File: src/rtl/bseq_pkg.sv
package bseq_pkg;
  localparam int ST_W   = 4;
  localparam int CT_W   = 14;
  localparam int BR_W   = 2;
  localparam int PAIR_W = 2;
  localparam int NWAY   = 1 << BR_W;
  localparam int NCOND  = (1 << PAIR_W) * BR_W;

  // successor formula shared by both table organisations
  function automatic logic [ST_W-1:0] succ_f(input logic [ST_W-1:0] s,
                                             input logic [BR_W-1:0] b);
    logic [31:0] t;
    t = 32'(5 * int'(s) + 3 * int'(b) + 1);
    return t[ST_W-1:0];
  endfunction

  // control vector of the deep organisation, one per (state, branch)
  function automatic logic [CT_W-1:0] ctrl_v_f(input logic [ST_W-1:0] s,
                                               input logic [BR_W-1:0] b);
    logic [ST_W-1:0] sum;
    sum = s + {{(ST_W-BR_W){1'b0}}, b};
    return {s, b, s ^ 4'b1010, sum};
  endfunction

  // control vector of the wide organisation, one per state
  function automatic logic [CT_W-1:0] ctrl_h_f(input logic [ST_W-1:0] s);
    return {s, 2'b11, s ^ 4'b1010, ~s};
  endfunction

  // encoded condition pair select stored in the wide word
  function automatic logic [PAIR_W-1:0] sel_h_f(input logic [ST_W-1:0] s);
    return s[3:2] ^ s[1:0];
  endfunction
endpackage

File: src/rtl/bseq_rst_sync.sv
module bseq_rst_sync #(
  parameter int STAGES = 2
) (
  input  logic clk_i,
  input  logic rst_ni,
  output logic rst_no
);
  logic [STAGES-1:0] sync_q;

  always_ff @(posedge clk_i or negedge rst_ni) begin
    if (!rst_ni) sync_q <= '0;
    else         sync_q <= {sync_q[STAGES-2:0], 1'b1};
  end

  assign rst_no = sync_q[STAGES-1];

  // release reaches the core only after the input was high two edges back
  p_release_delay_r2: assert property (@(posedge clk_i)
    $rose(rst_no) |-> $past(rst_ni, 2));
endmodule

File: src/rtl/bseq_cond_mux.sv
module bseq_cond_mux #(
  parameter int PAIR_W = 2,
  parameter int BR_W   = 2,
  localparam int NPAIR = 1 << PAIR_W,
  localparam int NCOND = NPAIR * BR_W
) (
  input  logic [NCOND-1:0]  cond_i,
  input  logic [PAIR_W-1:0] pair_i,
  output logic [BR_W-1:0]   branch_o
);
  logic [BR_W-1:0] pairs [NPAIR];

  for (genvar p = 0; p < NPAIR; p++) begin : g_pair
    assign pairs[p] = cond_i[p*BR_W +: BR_W];
  end

  assign branch_o = pairs[pair_i];
endmodule

File: src/rtl/bseq_rom.sv
module bseq_rom
  import bseq_pkg::*;
#(
  parameter bit HORIZONTAL = 1'b0,
  localparam int ADDR_W = HORIZONTAL ? ST_W : ST_W + BR_W,
  localparam int WORD_W = HORIZONTAL ? CT_W + PAIR_W + NWAY*ST_W : CT_W + ST_W,
  localparam int DEPTH  = 1 << ADDR_W
) (
  input  logic [ADDR_W-1:0] addr_i,
  output logic [WORD_W-1:0] word_o
);
  logic [WORD_W-1:0] table_w [DEPTH];

  function automatic logic [WORD_W-1:0] wide_word_f(input logic [ST_W-1:0] s);
    logic [WORD_W-1:0] w;
    w = '0;
    for (int k = 0; k < NWAY; k++) begin
      w[k*ST_W +: ST_W] = succ_f(s, BR_W'(k));
    end
    w[NWAY*ST_W +: PAIR_W] = sel_h_f(s);
    w[WORD_W-1 -: CT_W]    = ctrl_h_f(s);
    return w;
  endfunction

  if (!HORIZONTAL) begin : g_deep
    for (genvar a = 0; a < DEPTH; a++) begin : g_ent
      localparam logic [ST_W-1:0] S = ST_W'(a >> BR_W);
      localparam logic [BR_W-1:0] B = BR_W'(a);
      assign table_w[a] = {ctrl_v_f(S, B), succ_f(S, B)};
    end
  end else begin : g_wide
    for (genvar a = 0; a < DEPTH; a++) begin : g_ent
      assign table_w[a] = wide_word_f(ST_W'(a));
    end
  end

  assign word_o = table_w[addr_i];
endmodule

File: src/rtl/branch_seq_rom.sv
module branch_seq_rom
  import bseq_pkg::*;
#(
  parameter bit HORIZONTAL = 1'b0,
  localparam int ADDR_W = HORIZONTAL ? ST_W : ST_W + BR_W,
  localparam int WORD_W = HORIZONTAL ? CT_W + PAIR_W + NWAY*ST_W : CT_W + ST_W
) (
  input  logic             clk_i,
  input  logic             rst_ni,
  input  logic [NCOND-1:0] cond_i,
  output logic [CT_W-1:0]  ctrl_o,
  output logic [ST_W-1:0]  state_o
);
  logic              rst_sync_n;
  logic [ST_W-1:0]   state_q, state_d;
  logic [CT_W-1:0]   ctrl_q, ctrl_d;
  logic [PAIR_W-1:0] pair;
  logic [BR_W-1:0]   branch;
  logic [ADDR_W-1:0] addr;
  logic [WORD_W-1:0] word;
  logic              armed_q;

  bseq_rst_sync #(.STAGES(2)) u_rst_sync (
    .clk_i (clk_i),
    .rst_ni(rst_ni),
    .rst_no(rst_sync_n)
  );

  bseq_cond_mux #(.PAIR_W(PAIR_W), .BR_W(BR_W)) u_cond_mux (
    .cond_i  (cond_i),
    .pair_i  (pair),
    .branch_o(branch)
  );

  bseq_rom #(.HORIZONTAL(HORIZONTAL)) u_rom (
    .addr_i(addr),
    .word_o(word)
  );

  if (!HORIZONTAL) begin : g_deep
    // state steers the condition pair; branch bits extend the address
    assign pair    = state_q[PAIR_W-1:0];
    assign addr    = {state_q, branch};
    assign state_d = word[ST_W-1:0];
    assign ctrl_d  = word[WORD_W-1 -: CT_W];
  end else begin : g_wide
    logic [ST_W-1:0] cand [NWAY];
    for (genvar k = 0; k < NWAY; k++) begin : g_cand
      assign cand[k] = word[k*ST_W +: ST_W];
    end
    assign addr    = state_q;
    assign pair    = word[NWAY*ST_W +: PAIR_W];
    assign state_d = cand[branch];
    assign ctrl_d  = word[WORD_W-1 -: CT_W];

    // the loaded state is one of the four candidates of the previous word
    p_next_is_candidate_r7: assert property (@(posedge clk_i)
      disable iff (!rst_sync_n)
      armed_q |-> (state_q == $past(cand[0]) || state_q == $past(cand[1]) ||
                   state_q == $past(cand[2]) || state_q == $past(cand[3])));
  end

  always_ff @(posedge clk_i or negedge rst_sync_n) begin
    if (!rst_sync_n) begin
      state_q <= '0;
      ctrl_q  <= '0;
      armed_q <= 1'b0;
    end else begin
      state_q <= state_d;
      ctrl_q  <= ctrl_d;
      armed_q <= 1'b1;
    end
  end

  assign state_o = state_q;
  assign ctrl_o  = ctrl_q;

  // registers are clear whenever the internal reset is active
  p_reset_clear_r1: assert property (@(posedge clk_i)
    !rst_sync_n |-> (state_q == '0 && ctrl_q == '0));

  // state register takes the table successor of the previous cycle
  p_state_follows_r4: assert property (@(posedge clk_i)
    disable iff (!rst_sync_n)
    armed_q |-> state_q == $past(state_d));

  // control register takes the table control field of the previous cycle
  p_ctrl_follows_r5: assert property (@(posedge clk_i)
    disable iff (!rst_sync_n)
    armed_q |-> ctrl_q == $past(ctrl_d));
endmodule

File: config.mk
export PLATFORM = sky130hd
export DESIGN_NAME = branch_seq_rom
export DESIGN_NICKNAME = d
export VERILOG_FILES = /design/src/rtl/bseq_pkg.sv /design/src/rtl/bseq_rst_sync.sv /design/src/rtl/bseq_cond_mux.sv /design/src/rtl/bseq_rom.sv /design/src/rtl/branch_seq_rom.sv
export SDC_FILE = /design/constraint.sdc
export NUM_CORES = 1
export LEC_CHECK = 0
export CORE_MARGIN = 1
export CORE_UTILIZATION = 27
export DETAILED_ROUTE_END_ITERATION = 10
export MAX_ROUTING_LAYER = met4
export SLEW_MARGIN = 10
export SYNTH_ARGS = -nofsm -noshare
export SYNTH_HDL_FRONTEND = slang
export SYNTH_HIERARCHICAL = 1
export SYNTH_SLANG_ARGS = --single-unit
File: constraint.sdc
create_clock -name clk_i -period 1.02 [get_ports clk_i]
set_clock_uncertainty 0.2 [all_clocks]
set_input_delay 0.102 -clock clk_i [delete_from_list [all_inputs] [get_ports clk_i]]
set_output_delay 0.102 -clock clk_i [all_outputs]
set_load 0.1 [all_outputs]
### Yosys cells after proc, flatten, opt, wreduce, memory -nomap -nowiden

Memory sizes are Yosys's and may differ from the RTL's. A register that Yosys moved wholly into a read port is not among the register bits.
Index checks and enable logic that the tools add are counted.
W data, S select, Z words.

| word-level totals | value |
|---|---|
| output and inout bits | 18 |
| input port bits | 10 |
| word-level logic and storage cells | 9 |
| ROM bits | 1152 |
| flip-flop bits (word level) | 2 |
| memories kept | 1 |

| cells by class | value |
|---|---|
| multiplexer cells | 3 |
| reduce and logical (&&, ||, !) cells | 1 |
| magnitude comparators | 1 |
| bitwise operators | 2 |

Memories:

| name | depth | bits a word | read ports | clocked after memory_dff | wr ports | line | source |
|---|---|---|---|---|---|---|---|
| (name not given) | 64 | 18 | 1 | 1 | 0 | bseq_rom.sv:37 | `assign word_o = table_w[addr_i];` |

Operators with widths:

| kind | count |
|---|---|
| $not A6 Y7 | 1 |
| $bmux W2 S2 | 1 |
| $mux W2 | 2 |
| $ge A3 B3 Y1 const B | 1 |
| $not A2 Y3 | 1 |
| $logic_not A1 Y1 | 1 |

### Depth between registers and ports, before layout

Gate-level depths: netlist (run 1).

| logic depth | value |
|---|---|
| depth in word-level cells | 5 |
| gate-level depth with buffers | 7 |
| mapped depth without buffers | 7 |

### By module

The synthesis (run 1) kept the hierarchy.

By module, submodules not included:

| module | area an instance (µm²) | cells an instance | instances | sequential area each (µm²) |
|---|---|---|---|---|
| bseq_rom | 499.2 | 61 | 1 | 0.0 |
| branch_seq_rom | 450.4 | 18 | 1 | 450.4 |
| bseq_rst_sync | 53.8 | 3 | 1 | 50.0 |
| bseq_cond_mux | 52.6 | 2 | 1 | 0.0 |

### Least setup slack after synthesis (run 1)

No wires, ideal clock.

| timing path | value |
|---|---|
| kind | register to register |
| from | reg state_q[0] (netlist: state_o[0]) |
| to | reg state_q[3] (netlist: state_o[3]) |
| arrival | 3.053 ns |
| clock period less this slack | 3.340 ns |
| path buffers | 0 |
| library setup time | 0.088 ns |
| required time | 0.732 ns |
| cell stages (with the launch flop) | 8 |
| setup slack | -2.320 ns |
| path through | dfrtp_1 mux4_1 inv_1 ha_1 mux2i_1 mux2i_4 xnor2_1 a211oi_2 |

| between the ends | value |
|---|---|
| cells in the longest elaborated chain, start to end | 5 |

RTL lines:

| item | line | source |
|---|---|---|
| start, declared | branch_seq_rom.sv:15 | `logic [ST_W-1:0] state_q, state_d;` |
| $not A2 Y3 (not written as such) | bseq_cond_mux.sv:17 | `assign branch_o = pairs[pair_i];` |
| $bmux W2 S2 | bseq_cond_mux.sv:17 |  |
| $mux W2 (not written as such) (2 in series) | bseq_cond_mux.sv:17 |  |
| net branch[1] | branch_seq_rom.sv:18 | `logic [BR_W-1:0] branch;` |
| $not A6 Y7 (not written as such) | bseq_rom.sv:37 |  |

The timed path passes the listed nets, and every way through them passes these cells. The select of a mux whose other input is x is not followed.

### Worst setup path after layout (run 1)

Same ends and word-level chain as after synthesis.

==> results of run 1 <==
## per-layer routing
| layer | track usage (%) | share of wire [%] |
|---|---|---|
| met2 | 23.9 | 56 |
| met4 | 5.83 | 1.5 |
| met3 | 1.58 | 3.6 |
| met5 | - | 0 |
| met1 | 13.1 | 39 |
## cell families (layout without fill, tap and decap cells)
| kind of cell | Yosys count | count (layout) | synth area share, % |
|---|---|---|---|
| buffers and inverters | 19 | 70 | 10.7 |
| muxes | 8 | 8 | 13.2 |
| adders and majority gates | 8 | 8 | 9.48 |
| DFF | 20 | 20 | 47.4 |
| and+or+nand+nor | 8 | 8 | 3.91 |
| xor gates and xnor gates | 7 | 7 | 6.52 |
| other | 1 | 1 | 0.355 |
| AOI/OAI and AO/OA | 13 | 13 | 8.53 |
## timing repair
action	CTS	global route
endpoints found under the hold margin	2	0
pin swaps	4	1
buffers inserted	5	6
setup endpoints to repair	34	34
gates resized for setup	29	12
hold buffers	1	0
## worst max-delay path: stages (launching register included)
cell       delay [ns]
dfrtp_4          0.45
mux4_2           0.60
ha_2             0.24
and2b_1          0.18
a211oi_2         0.26
a2111oi_2        0.10
a211oi_2         0.15
## final cells by class
type | count | area, sq um | share of cell area (%)
sequential | 20 | 529 | 26.7
multi-input combinational | 45 | 543 | 27.4
tap | 48 | 60.1 | 3.03
inverter | 9 | 46.3 | 2.34
clock buffer | 4 | 55.1 | 2.78
timing repair buffer | 57 | 748 | 37.8
## per-stage QoR
step                std cells  TNS [ns]  utilization, %  setup slack (ns)
floorplan                  84    -13.43               -             -1.55
global placement          169    -10.47            45.1             -1.29
detailed placement        169    -10.76            45.1             -1.32
CTS                       179    -13.10            51.2             -1.25
global route              183    -14.14            53.3             -1.32
finish                    183    -13.15            53.3             -1.24
## synthesized netlist by cell type
cell       number
buf_6           1
and3_1          1
and2b_1         1
a2111oi_1       1
o21ai_1         2
a211o_1         1
nor2b_1         2
nor2_1          1
inv_2           2
conb_1          1
mux2i_4         1
a211oi_1        2
a21boi_1        1
ha_1            8
xor2_1          1
buf_4           9
o22ai_1         1
mux4_1          2
mux4_2          1
xnor2_2         1
nand2_1         3
xnor2_1         5
dfrtp_1        20
a211oi_2        1
inv_1           7
a21oi_1         4
mux2i_1         3
mux2_2          1
## state kept, by name (all words and copies together), names as in the netlist
signal             count
u_rst_sync/sync_q      2
ctrl_o                14
state_o                4
## layout by cell type, fill, tap and decap left out, types with 3 or more instances in the layout
cell type / netlist / final
buf_4: 9 / 18
buf_6: 1 / 8
nand2_1: 3 / 3
mux4_2: 1 / 3
a21oi_1: 4 / 3
inv_1: 7 / 4
clkdlybuf4s50_1: 0 / 9
buf_12: 0 / 19
xnor2_1: 5 / 4
ha_4: 0 / 5
dfrtp_4: 0 / 3
dfrtp_1: 20 / 3
ha_2: 0 / 3
dfrtp_2: 0 / 14
clkbuf_8: 0 / 4
## final timing paths
| path | startpoint | endpoint | slack [ns] | cells past startpoint |
|---|---|---|---|---|
| worst min register to register | u_rst_sync/sync_q[1]$_DFF_PN0_ | ctrl_o[4]$_DFF_PN0_ | -0.008 | 1 |
| worst max register to register | state_o[0]$_DFF_PN0_ | state_o[3]$_DFF_PN0_ | -1.24 | 6 |
| min in group clk_i | u_rst_sync/sync_q[0]$_DFF_PN0_ | u_rst_sync/sync_q[1]$_DFF_PN0_ | 0.15 | 0 |
| max in group asynchronous | rst_ni | u_rst_sync/sync_q[0]$_DFF_PN0_ | 0.16 | 2 |
| worst min-delay path | u_rst_sync/sync_q[1]$_DFF_PN0_ | ctrl_o[4]$_DFF_PN0_ | -0.008 | 1 |
| worst max-delay path | state_o[0]$_DFF_PN0_ | state_o[3]$_DFF_PN0_ | -1.24 | 6 |
==> impl_metrics.toml, run 1 <==
[cts]
cts_buffers = 3
cts.sinks = 20
clockRootBuffer = "clkbuf_8"
clockBufferDepth = 2
cts_tree = "yes"
clk_transition_reported_paths_ns = 0.07
h-tree-depth = 1
clkLatencyLatePin_ns = 0.25

[sta]
rsz0062_at_grt = "true"
period_minus_slack_ns = 2.26
fin_crit_sh_pct = 222
finalSetupViolCount = 33
max_freq_ghz = 0.442
holdWs_ns = -0.00813
hold_viol = 18
drv_slew = 0
fin_ws_ns = -1.24

[detailed_routing]
viasPerCell = 4.19
drt_iter0_markers = 11
via_count = 766
drc = 0
drtAntennaViolNets = 0
dr.pass1.iters = 4
wl_per_cell_microns = 13.1
routed_wl_microns = 2390

[setup_path]
cp-start-kind = "register"
crit_path_max_fanout = 5
crit_path_end_kind = "register"
critPathArrivalTime_ns = 2.23
crit_type = "register to register"
required_ns = 0.99

[logic_synthesis]
yosysTopAreaCellShare_pct = 47.4
synth_area_leaders = "dfrtp_1, ha_1, buf_4"
syn_area_sq_um = 1060
synth_warnings = 6
ys_seq_area_share_pct = 47.4
ys_types = 28
synthesis.nets = 102
postSynthCellCount = 84
syn_area_per_cell_sq_um = 12.6
post-synth-top-area-cell = "dfrtp_1"
synth_seq_cells = 20

[finish]
diodes = 0
drive_above_1_share_pct = 69.6
fin_area_sq_um = 1980
fin_nets = 154
nFillCells = 324
syn_to_final_growth_pct = 87.7

[floorplanning]
die_w_microns = 64.5
die_h_microns = 64.5
io_pins = 28
die_area_sq_um = 4170
initial_utilization_pct = 28.4
floorplan.rows = 22
coreArea_sq_um = 3720

[place]
portBuffers = 27
post-dp-hpwl_microns = 1720
gp_congestion = 0.793
place_area_sq_um = 1680

[global_routing]
antenna_found_initial = 0
grt_max_degree = 19
grt_overflow = 0
first_global_vias = 809
grt_pass1_wl_microns = 3830
globalRouteTotalUtil_pct = 12.7

[hold_path]
hold_path_class = "register to async pin"

[run_status]
outcome = "complete, but fails checks"
violations = "negative hold slack, negative setup slack"

[run]
cap_violations = 0
Power of run 1 is left out: the tool's default activity adds up to more than one toggle a clock period on the data nets, which glitch-free logic cannot reach.
==> run 2, diff against run 1 <==
- CORE_ASPECT_RATIO: not set -> 1.25
- PLACE_DENSITY: not set -> 0.61
==> run 2 against run 1 <==
The flow finishes with violations (design-rule violations, negative hold slack, negative setup slack). Critical path depth unchanged. Global-route usage decreased by 1.3 points. Wire length decreased by 13%. First-iteration DRC count decreased by 36%. Non-clock buffer count decreased by 9. Sequential share of layout area increased by 2.1 points. Fmax decreased by 1.0%. Register-to-register slack got worse by 0.02 ns. Sequential cell count unchanged. Critical endpoint is now state_o[2]$_DFF_PN0_.
==> impl_metrics.toml, run 2 (synthesized netlist as in run 1, its figures left out) <==
[place]
dpl_worst_slack_ns = -1.35
portBuffers = 27
gp_congestion = 0.870
place_area_sq_um = 1640
post-dp-hpwl_microns = 1580
numPlacedInstances = 158

[floorplanning]
io_pins = 28
coreArea_sq_um = 3750
die_area_sq_um = 4170
floorplan.rows = 25
die_w_microns = 57.9
initial_utilization_pct = 28.1
die_h_microns = 71.9

[setup_path]
r2r_slack_ns = -1.27
crit_type = "register to register"
critPathArrivalTime_ns = 2.22
cp-start-kind = "register"
reg2reg_from = "state_o[0]$_DFF_PN0_"
crit_path_max_fanout = 4
regToRegEndpoint = "state_o[2]$_DFF_PN0_"
crit_path_end_kind = "register"
r2r_cells = 6
required_ns = 0.95

[cts]
clkLatencyLatePin_ns = 0.25
clockBufferDepth = 2
h-tree-depth = 1
cts.sinks = 20
cts_tree = "yes"
clockRootBuffer = "clkbuf_8"
clk_transition_reported_paths_ns = 0.07
cts_buffers = 3

[finish]
finalNonFillerCells = 166
layout_common_cells = "buf_12, dfrtp_2, buf_4"
regArea_sq_um = 529
nFillCells = 331
fin_nets = 145
fin_area_sq_um = 1840
diodes = 0
syn_to_final_growth_pct = 74.1
drive_above_1_share_pct = 63.5
final_common_cell = "buf_12"
largest_reg_flops = 14
multi_input_area_sq_um = 517

[detailed_routing]
wl_per_cell_microns = 12.5
routed_wl_microns = 2080
viasPerCell = 4.48
dr.pass1.iters = 6
via_count = 743
drc = 2
drt_iter0_markers = 7
drtAntennaViolNets = 0

[global_routing]
globalRouteTotalUtil_pct = 11.4
grt_overflow = 0
grt_pass1_wl_microns = 3520
grt_max_degree = 19
antenna_found_initial = 0
first_global_vias = 753

[sta]
hold_viol = 8
period_minus_slack_ns = 2.29
drv_slew = 0
fin_crit_sh_pct = 224
max_freq_ghz = 0.437
holdWs_ns = -0.00264
finalSetupViolCount = 31
fin_ws_ns = -1.27
rsz0062_at_grt = "true"

[run_status]
violations = "design-rule violations, negative hold slack, negative setup slack"
outcome = "complete, but fails checks"

[run]
cap_violations = 0

[hold_path]
hold_path_class = "register to async pin"
-- run 2: changes by cell type in the layout (fill, tap and decap cells not counted), sizes merged --
cell	previous run	this run
inv	7	9
buf	47	38
clkinv	2	0
-- run 2: critical path, stage by stage, from the launching register on --
cell     delay, ns
dfrtp_4       0.44
mux4_2        0.62
buf_6         0.18
ha_4          0.15
mux4_2        0.45
nand2_1       0.07
o21ai_1       0.06
-- run 2: metrics by stage --
stage               util, %  hold slack (ns)  TNS [ns]
floorplan                 -           -0.394    -13.43
global placement       43.8         -0.00692    -10.21
detailed placement     43.8         0.000438    -10.54
CTS                    48.1          0.00892    -12.98
global route           49.0           0.0358    -14.28
finish                 49.0         -0.00264    -13.08
-- run 2: cell type report --
| type | count | area share [%] |
|---|---|---|
| repair buffers | 48 | 35.3 |
| flip-flops and latches | 20 | 28.8 |
| multi-input cells | 45 | 28.1 |
| clock buffers | 4 | 3.00 |
| well taps | 40 | 2.72 |
| inverters | 9 | 2.11 |
-- run 2: routing by layer --
metal / up-vias / share of wire [%] / global-route usage [%]
li1: 354 / - / -
met3: 4 / 3.4 / 2.14
met1: 366 / 41 / 12.2
met2: 19 / 54 / 19.9
met5: - / 0 / -
met4: 0 / 2.3 / 5.82
-- run 2: worst max-delay path by stage --
stage | startpoint | end | slack, ns
floorplan | state_o[0]$_DFF_PN0_ | state_o[3]$_DFF_PN0_ | -1.55
detailed placement | cond_i[7] | state_o[3]$_DFF_PN0_ | -1.35
finish | state_o[0]$_DFF_PN0_ | state_o[2]$_DFF_PN0_ | -1.27
CTS | state_o[0]$_DFF_PN0_ | state_o[3]$_DFF_PN0_ | -1.24
global route | state_o[0]$_DFF_PN0_ | state_o[3]$_DFF_PN0_ | -1.34
global placement | cond_i[6] | state_o[3]$_DFF_PN0_ | -1.30
-- run 2: what timing repair did --
| item | CTS | global route |
|---|---|---|
| setup buffers | 3 | 1 |
| endpoints found under the hold margin | 2 | 0 |
| endpoints found under the setup margin | 32 | 32 |
| gates resized for setup | 18 | 7 |
| hold buffers | 1 | 0 |
| pin swaps | 7 | 7 |
Power of run 2 is left out for the same reason.
==> run 3, diff against run 2 <==
- PLACE_DENSITY: 0.61 -> 0.62
- SLEW_MARGIN: 10 -> not set
- clock period: 1.02 -> 1.85 ns (I/O delays scaled with it)
==> run 3 against run 2 <==
The flow finishes with violations (design-rule violations, negative setup slack). Hold slack improved by 0.092 ns. Critical endpoint unchanged. First-iteration DRC count increased by 100%. Highest routed layer unchanged. Setup slack better by 0.84 ns. Critical path type unchanged. Register-to-register slack improved by 0.84 ns. Non-clock buffer count decreased by 5. Global-route usage increased by 0.098 points.
==> impl_metrics.toml, run 3 (synthesized netlist as in run 1, its figures left out) <==
[setup_path]
crit_path_end_kind = "register"
critPathArrivalTime_ns = 2.20
crit_path_max_fanout = 4
required_ns = 1.78
cp-start-kind = "register"
crit_type = "register to register"

[detailed_routing]
routed_wl_microns = 2220
viasPerCell = 4.52
wl_per_cell_microns = 13.8
dr.pass1.iters = 7
via_count = 728
drt_iter0_markers = 14
drtAntennaViolNets = 0
drc = 7

[place]
gp_congestion = 0.840
portBuffers = 27
post-dp-hpwl_microns = 1670
numPlacedInstances = 153
dpl_worst_slack_ns = -0.592

[sta]
fin_crit_sh_pct = 123
finalSetupViolCount = 8
rsz0062_at_grt = "true"
drv_slew = 0
slew_headroom_pct = 53.4
fin_tns_setup_ns = -2.12
hold_viol = 0
period_minus_slack_ns = 2.28
max_freq_ghz = 0.439
fin_ws_ns = -0.426
worst_slew_pin_slew_ns = 0.699

[finish]
diodes = 0
fin_nets = 140
multi_input_area_sq_um = 551
largest_reg_flops = 14
regArea_sq_um = 505
layout_common_cells = "dfrtp_1, buf_12, clkdlybuf4s50_1"
nFillCells = 330
finalNonFillerCells = 161
drive_above_1_share_pct = 52.9
syn_to_final_growth_pct = 70.9

[cts]
cts_buffers = 3
clk_transition_reported_paths_ns = 0.07
clkLatencyLatePin_ns = 0.24
h-tree-depth = 1
clockRootBuffer = "clkbuf_8"
clockBufferDepth = 2
cts_tree = "yes"
cts.sinks = 20

[run_status]
violations = "design-rule violations, negative setup slack"
outcome = "complete, but fails checks"

[global_routing]
grt_max_degree = 19
antenna_found_initial = 0
grt_overflow = 0
first_global_vias = 745
grt_pass1_wl_microns = 3460
globalRouteTotalUtil_pct = 11.5

[floorplanning]
die_area_sq_um = 4170
die_h_microns = 71.9
floorplan.rows = 25
coreArea_sq_um = 3750
die_w_microns = 57.9
io_pins = 28
initial_utilization_pct = 28.1

[hold_path]
hold_path_class = "register to async pin"

[run]
cap_violations = 0
## run 3: changes by cell type in the layout (fill, tap and decap cells not counted), moves of 2 or more
cell	previous run	this run
dfrtp_1	3	18
buf_4	11	8
clkinv_4	0	2
dfrtp_2	14	1
dfrtp_4	3	1
inv_4	2	0
ha_4	4	6
## run 3: final cells by class
cell class,count,area share (%)
repair buffers,43,33.2
well taps,40,2.77
inverters,9,2.43
multi-input cells,45,30.5
clock buffers,4,3.05
flip-flops and latches,20,28.0
## run 3: worst paths after layout
check / startpoint / to / slack (ns) / depth (start not counted)
worst max register to register: state_o[0]$_DFF_PN0_ / state_o[2]$_DFF_PN0_ / -0.43 / 6
worst max-delay path: state_o[0]$_DFF_PN0_ / state_o[2]$_DFF_PN0_ / -0.43 / 6
max in group asynchronous: u_rst_sync/sync_q[1]$_DFF_PN0_ / state_o[0]$_DFF_PN0_ / 0.85 / 0
min in group clk_i: u_rst_sync/sync_q[0]$_DFF_PN0_ / u_rst_sync/sync_q[1]$_DFF_PN0_ / 0.15 / 0
worst min-delay path: u_rst_sync/sync_q[1]$_DFF_PN0_ / ctrl_o[11]$_DFF_PN0_ / 0.09 / 0
worst min register to register: u_rst_sync/sync_q[1]$_DFF_PN0_ / ctrl_o[11]$_DFF_PN0_ / 0.09 / 0
## run 3: per-layer routing
metal  share of wire [%]  vias to the layer above  routed length, microns  GRT usage (%)
met2                  59                       21                    1310           22.9
met1                  37                      364                     829           11.0
met5                   0                        -                       0              -
met4                0.63                        0                      14           4.76
li1                    -                      341                       -              -
met3                 3.1                        2                      69           1.07
## run 3: through the flow
step | area [sq um] | hold WS, ns | utilization, %
after floorplan | 1070 | -0.311 | -
after global placement | 1580 | 0.0896 | 42.1
after detailed placement | 1580 | 0.109 | 42.1
after CTS | 1730 | 0.119 | 46.1
after global routing | 1800 | 0.171 | 48.1
final | 1800 | 0.0898 | 48.1
## run 3: critical path, stage by stage (launching register included)
cell,delay (ns)
dfrtp_4,0.44
mux4_2,0.59
buf_6,0.16
ha_2,0.15
mux4_2,0.46
nand2_1,0.08
o21ai_1,0.07
## run 3: timing repair
action,4_1_cts,5_1_grt
pin swaps,6,5
buffers inserted,1,2
hold endpoints to repair,2,0
gates resized for setup,18,12
setup endpoints to repair,7,7
hold buffers,1,0
Power of run 3 is left out for the same reason.
